**src/rtl/spi_buf_writer.sv**
```systemverilog
module spi_buf_writer #(
  parameter int ADDR_W = 9,
  parameter int DATA_W = 8,
  parameter int OP_W = 8,
  parameter int PAD_BITS = 15,
  parameter logic [OP_W-1:0] OP_A = 8'h84,
  parameter logic [OP_W-1:0] OP_B = 8'h87
) (
  input  logic              clk,
  input  logic              rst_n,
  input  logic              busy,
  input  logic              spi_sck,
  input  logic              spi_cs_n,
  input  logic              spi_mosi,
  output logic              a_we,
  output logic [ADDR_W-1:0] a_addr,
  output logic [DATA_W-1:0] a_wdata,
  output logic              b_we,
  output logic [ADDR_W-1:0] b_addr,
  output logic [DATA_W-1:0] b_wdata
);
  localparam int FIELD_W = PAD_BITS + ADDR_W;
  localparam int CNT_W = $clog2(FIELD_W + 1);

  typedef enum logic [1:0] {PH_OP, PH_ADR, PH_DAT, PH_SKIP} phase_t;

  logic [1:0] sck_q, cs_q, si_q;
  logic sck_d;
  phase_t phase;
  logic [CNT_W-1:0] cnt;
  logic [FIELD_W-1:0] shreg;
  logic sel_b;
  logic [ADDR_W-1:0] ptr, waddr;
  logic [DATA_W-1:0] wdata;
  logic we_a, we_b;

  wire sck_rise = sck_q[1] & ~sck_d & ~cs_q[1];
  wire [FIELD_W-1:0] shift_nx = {shreg[FIELD_W-2:0], si_q[1]};
  wire [OP_W-1:0] op_nx = shift_nx[OP_W-1:0];
  wire op_ok = (op_nx == OP_A) || (op_nx == OP_B);

  always_ff @(posedge clk or negedge rst_n) begin
    if (!rst_n) begin
      sck_q <= '0;
      cs_q  <= '1;
      si_q  <= '0;
      sck_d <= 1'b0;
    end else begin
      sck_q <= {sck_q[0], spi_sck};
      cs_q  <= {cs_q[0], spi_cs_n};
      si_q  <= {si_q[0], spi_mosi};
      sck_d <= sck_q[1];
    end
  end

  always_ff @(posedge clk or negedge rst_n) begin
    if (!rst_n) begin
      phase <= PH_OP;
      cnt   <= '0;
      shreg <= '0;
      sel_b <= 1'b0;
      ptr   <= '0;
      waddr <= '0;
      wdata <= '0;
      we_a  <= 1'b0;
      we_b  <= 1'b0;
    end else begin
      we_a <= 1'b0;
      we_b <= 1'b0;
      if (cs_q[1]) begin
        phase <= PH_OP;
        cnt   <= '0;
      end else if (sck_rise) begin
        shreg <= shift_nx;
        cnt   <= cnt + 1'b1;
        case (phase)
          PH_OP: if (cnt == CNT_W'(OP_W - 1)) begin
            cnt <= '0;
            if (busy || !op_ok) phase <= PH_SKIP;
            else begin
              phase <= PH_ADR;
              sel_b <= (op_nx == OP_B);
            end
          end
          PH_ADR: if (cnt == CNT_W'(FIELD_W - 1)) begin
            cnt   <= '0;
            ptr   <= shift_nx[ADDR_W-1:0];
            phase <= PH_DAT;
          end
          PH_DAT: if (cnt == CNT_W'(DATA_W - 1)) begin
            cnt   <= '0;
            we_a  <= ~sel_b;
            we_b  <= sel_b;
            waddr <= ptr;
            wdata <= shift_nx[DATA_W-1:0];
            ptr   <= ptr + 1'b1;
          end
          default: cnt <= '0;
        endcase
      end
    end
  end

  assign a_we    = we_a;
  assign b_we    = we_b;
  assign a_addr  = waddr;
  assign b_addr  = waddr;
  assign a_wdata = wdata;
  assign b_wdata = wdata;
endmodule

```
**config.mk**
```make
export PLATFORM = sky130hd
export DESIGN_NAME = spi_buf_writer
export DESIGN_NICKNAME = d
export VERILOG_FILES = /design/src/rtl/spi_buf_writer.sv
export SDC_FILE = /design/constraint.sdc
export NUM_CORES = 1
export LEC_CHECK = 0
export ABC_AREA = 1
export BUFFER_PORTS_ARGS = -buffer_cell sky130_fd_sc_hd__buf_4
export CORE_ASPECT_RATIO = 1.5
export CORE_MARGIN = 1
export CORE_UTILIZATION = 60
export DETAILED_ROUTE_END_ITERATION = 10
export PLACE_DENSITY = 0.84
export SYNTH_ARGS = -nofsm -noshare
export SYNTH_HDL_FRONTEND = slang
export SYNTH_SLANG_ARGS = --single-unit
```
**constraint.sdc**
```tcl
create_clock -name clk -period 4.35 [get_ports clk]
set_input_delay 0 -clock clk [delete_from_list [all_inputs] [get_ports clk]]
set_output_delay 0 -clock clk [all_outputs]
set_load 0.01 [all_outputs]
```
# Yosys cells after proc, flatten, opt, wreduce, memory -nomap -nowiden
# Cells that the tools add are included.
[op_classes]
addsub = 2
eq_ne = 10
n_mux = 22
bitwise = 6
reduce_logical = 13
[op_table]
columns = ["cell", "count"]
rows = [
  ["2-to-1 mux 5 bit", 4],
  ["2-to-1 mux 9 bit", 2],
  ["one-hot mux 9 bit (2 select lines)", 1],
  ["== test 8 bit (second input constant)", 2],
  ["2-to-1 mux 2 bit", 5],
  ["one-hot mux 5 bit (2 select lines)", 1],
  ["AND reduction 5 bit", 2],
  ["adder 9 x 1 -> 9 bit (second input constant)", 1],
  ["2-to-1 mux 1 bit", 8],
  ["AND reduction 4 bit", 2],
  ["inequality test 3 bit (second input constant)", 2],
  ["adder 5 x 1 -> 5 bit (second input constant)", 1],
  ["== test 5 x 3 -> 1 bit (second input constant)", 1],
  ["== test 5 bit (second input constant)", 1],
  ["inequality test 2 bit (second input constant)", 2],
  ["inverter 1 bit", 4],
  ["one-hot mux 2 bit (2 select lines)", 1],
  ["nonzero test 2 bit", 2],
  ["nonzero test 3 bit", 1],
  ["bitwise AND 1 bit", 2],
  ["== test 2 x 1 -> 1 bit (second input constant)", 1],
  ["== test 2 bit (second input constant)", 1],
  ["logical NOT 2 bit", 1],
  ["logical OR 1 bit", 2],
  ["3 further kinds", 3],
]
[word_totals]
ff_bits = 51
inputBits = 6
out_inout_bits = 36
elab_cells = 66

# Longest topological paths before layout
[depth]
depth_word = 9
depth_mapped = 9
depth_no_buf = 9

# Worst setup path before layout
# Ideal clock, no wire load.
[synth_timing]
path_type = "register to register"
startpoint = "register cnt[0]"
endpoint = "register ptr[0]"
setup_time_ns = 0.126
arrival_time_ns = 1.269
required_time_ns = 4.224
path_slack_ns = 2.955
path_stages_with_launch = 8
path_buffers = 1
period_less_slack_ns = 1.395
cell_sequence = "dfrtp_1 ha_1 nand3_1 nor2_1 nand2_4 nand2_2 buf_6 o21ai_0"
[synth_between]
elab_chain_len = 3
word_cells_on_any_way = 5
classes_between = "eq/ne: 4; reduce/logical: 1"
[synth_lines]
columns = ["element", "line", "source"]
rows = [
  ["start: declaration", "30", "logic [CNT_W-1:0] cnt;"],
  ["start signal: assignment", "75", "cnt <= cnt + 1'b1;"],
  ["== test 5 bit / == test 5 x 3 -> 1 bit (equally long branches)", "85, 90", ""],
  ["inequality test 2 bit (no source line)", "-", ""],
  ["AND reduction 5 bit (no source line) (*)", "-", ""],
  ["end signal: assignment", "87", "ptr <= shift_nx[ADDR_W-1:0];"],
  ["end signal: assignment", "96", "ptr <= ptr + 1'b1;"],
  ["end: declaration", "33", "logic [ADDR_W-1:0] ptr, waddr;"],
]
# Every way passes the cells marked *; elsewhere a longest branch is shown, timed or not.
# A chain may end at the register's enable or synchronous reset.

# Worst setup path after layout
[layout_timing]
startpoint = "register cnt[0]"
endpoint = "register ptr[7]"
# Same word-level chain as after synthesis.

==> impl_results.md <==
* Resize count post-CTS at 0
* Crit start category: flip-flop
* CTS Root Cell: clkbuf_8
* Total grt overflow at 0
* Final slew viol count at 0
* Initial DRC Count at 99
* Drt drc at 0
* I/O pins at 42
* Max-cap viol count at 0
* Critical path's slowest cell: dfrtp_1
* Htree depth at 2
* Vias at 1,958
* CP Capture Type: flip-flop
* Multi-input logic area at 908 µm²
* Largest stage delay, worst path at 0.40 ns
* Clock skew at 0.00521 ns
* Num CTS Buffers at 5
* Chip height at 80.6 µm
* Post-Synthesis Cells at 301
* Initial antenna violation count at 0
* Post-Layout Cell Count at 376
* Count of state elements after synthesis at 51
* HP Class: in -> reg
* Syn nets at 309
* Synth area leader: dfrtp_1
* Worst path required time at 4.60 ns
* Ys async rst share at 1.00
* PortBufs at 41
* PwrDens at 325 nW/µm²
* Sequential Area at 1280 µm²
* Post-DP HPWL at 3290 µm
* Routability cong. at 0.889
* Largest net degree at the start of global routing at 52
* Synth cell types at 27
* Dpl cells at 364
* Pint at 0.704 mW
* Post-synth top area share at 0.497
* First-pass GRT wire length at 7730 µm
* Crit Path Class: reg -> reg
* Syn-to-layout area delta at 14.6%
* Clk slew on worst S/H paths at 0.09 ns
* Synthesis warning total at 0
* Placement Setup Slack at 2.57 ns
* Post-synth EDFFs at 0
* Layout Nets at 338
* Overall routing resource usage at 0.246
* Post-CTS Hold Buffers at 4
* CTS tree: yes
* Clk_lat worst skew at 0.30 ns
* Sum of negative setup slack at 0 ns
* # clock sinks at 51
* Vias in the first global route at 1,856
* Hold Violations, Final at 0
* Worst Max-Slew Pin Slew at 0.629 ns
* Unrepaired setup endpoints after global routing: no
* Initial Util at 0.624
* Core Rows at 28
* Mapped Area at 2470 µm²
* Seq/Total Area, Yosys at 0.518
* Max Fclk at 555 MHz
* Share of cells above drive strength 1 at 0.187
* Reg power frac at 0.553
* Net Switching at 0.214 mW
* Ant diodes at 0
* Max VDD drop at 0.274 mV
* Fin crit share at 0.414
* Via density per instance at 5.21
* Clk pwr share at 0.367
* Final worst slack at 2.55 ns
* Drt pass-1 iters at 4
* Crit-path cells: ha_1 -> nand3_1 -> nor2_1 -> nand2_4 -> nand2_2 -> nand3_1 -> nand2_1
* Ys flop type: dfrtp_1
* Chip width at 54.4 µm
* CTS max path bufs at 2
* Status: completed
* Die ar. at 4380 µm²
* Sw Share at 0.233
* Crit path time final at 1.80 ns
* Comb pwr share at 0.080
* Core area at 3960 µm²
* Synthesized area per cell at 8.20 µm²
* Relative slew slack at 0.580
* Flop2flop setup slack at 2.55 ns
* Final ANT Viol Nets at 0
* Max Fanout on Critical Path at 37
* Top cell by count, worst path: nand3_1
* Total wire length at 4710 µm
* Per-cell routed wire length at 12.5 µm
* Lkg Pwr at 1.43 nW
* Postcts setup bufs at 0
* Fillers at 323
* Final setup violation count at 0
* Crit path DAT at 2.05 ns
* Ranking of synthesized cells by area: dfrtp_1 (50%), nand2_1 (14%), nand3_1 (6.5%)
==> power groups by stage <==
stage	combinational (mW)	clock (mW)	sequential, mW
2_1_floorplan	0.0452	0	0.514
3_3_place_gp	0.0707	0	0.516
3_5_place_dp	0.0708	0	0.516
4_1_cts	0.0740	0.346	0.507
5_1_grt	0.0846	0.359	0.511
6_report	0.0735	0.337	0.508
==> stage by stage <==
step | area (µm²) | hold slack, ns | power [mW] | utilization
final | 2830 | 0.0382 | 0.919 | 0.715
after floorplan | 2470 | -0.296 | 0.559 | -
after CTS | 2830 | 0.0333 | 0.927 | 0.715
after global placement | 2670 | 0.0562 | 0.587 | 0.675
after global routing | 2830 | 0.0607 | 0.955 | 0.715
after detailed placement | 2670 | 0.0608 | 0.587 | 0.675
==> state kept, by name, summed over array words and instances, names as in the netlist <==
signal,count
a_addr,9
sel_b,1
shreg,8
a_wdata,8
a_we,1
sck_d,1
cs_q,2
phase,2
sck_q,2
cnt,5
b_we,1
ptr,9
si_q,2
==> Yosys cell counts, types with 3 or more instances <==
library cell,number
nand4_1,3
nand2_1,90
nand3_1,32
dfrtp_1,49
o21ai_0,21
nor2_1,17
inv_1,30
buf_4,17
buf_2,3
o21ai_1,15
==> kinds of logic after synthesis <==
group,synth area share
AO/OA/AOI/OAI,0.0786
XOR/XNOR,0.00710
adder cells (fa/ha/maj),0.0101
buffers and inverters,0.114
flip-flops,0.518
AND/OR/NAND/NOR,0.272
==> worst paths after layout <==
check / startpoint / end / depth (start not counted)
max in group asynchronous: rst_n / b_we / 2
max reg2reg: cnt[0] / ptr[7] / 7
min reg2reg: cs_q[0] / cs_q[1] / 0
min: busy / phase[1] / 5
min in group asynchronous: rst_n / a_addr[0] / 2
max: cnt[0] / ptr[7] / 7
==> placed cells by master, fill, tap and decap left out, drive strengths merged <==
| master | count |
|---|---|
| buf | 41 |
| bufinv | 1 |
| clkbuf | 6 |
| clkinv | 1 |
| dfrtp | 49 |
| dfstp | 2 |
| dlygate4sd3 | 4 |
| ha | 2 |
| inv | 32 |
| nand2 | 92 |
| nand3 | 34 |
| nand3b | 1 |
| nand4 | 3 |
| nor2 | 21 |
| nor3 | 1 |
| o21ai | 36 |
| o22ai | 1 |
| o31ai | 1 |
| or2 | 1 |
| xnor2 | 1 |
| xor2 | 1 |
==> critical path, delay by kind of cell, from the launching register on <==
kind	cells	cell delay, ns
simple gates	6	1.11
fa+ha+maj	1	0.23
flops	1	0.40
==> layer usage <==
metal,GRT usage,up-vias,routed length [µm]
met5,0,-,0
met4,0.105,0,115
met3,0.0473,11,178
met2,0.438,64,2410
met1,0.269,881,2010
li1,-,1002,-
==> area by class of cell <==
cell class,instances,area share
clock buffer,6,0.0292
clock inverter,2,0.0124
inverter,32,0.0425
multi-input combinational,195,0.321
sequential,51,0.452
tap,45,0.0199
timing repair buffer,45,0.123
Power figures use the tool's default switching activity.
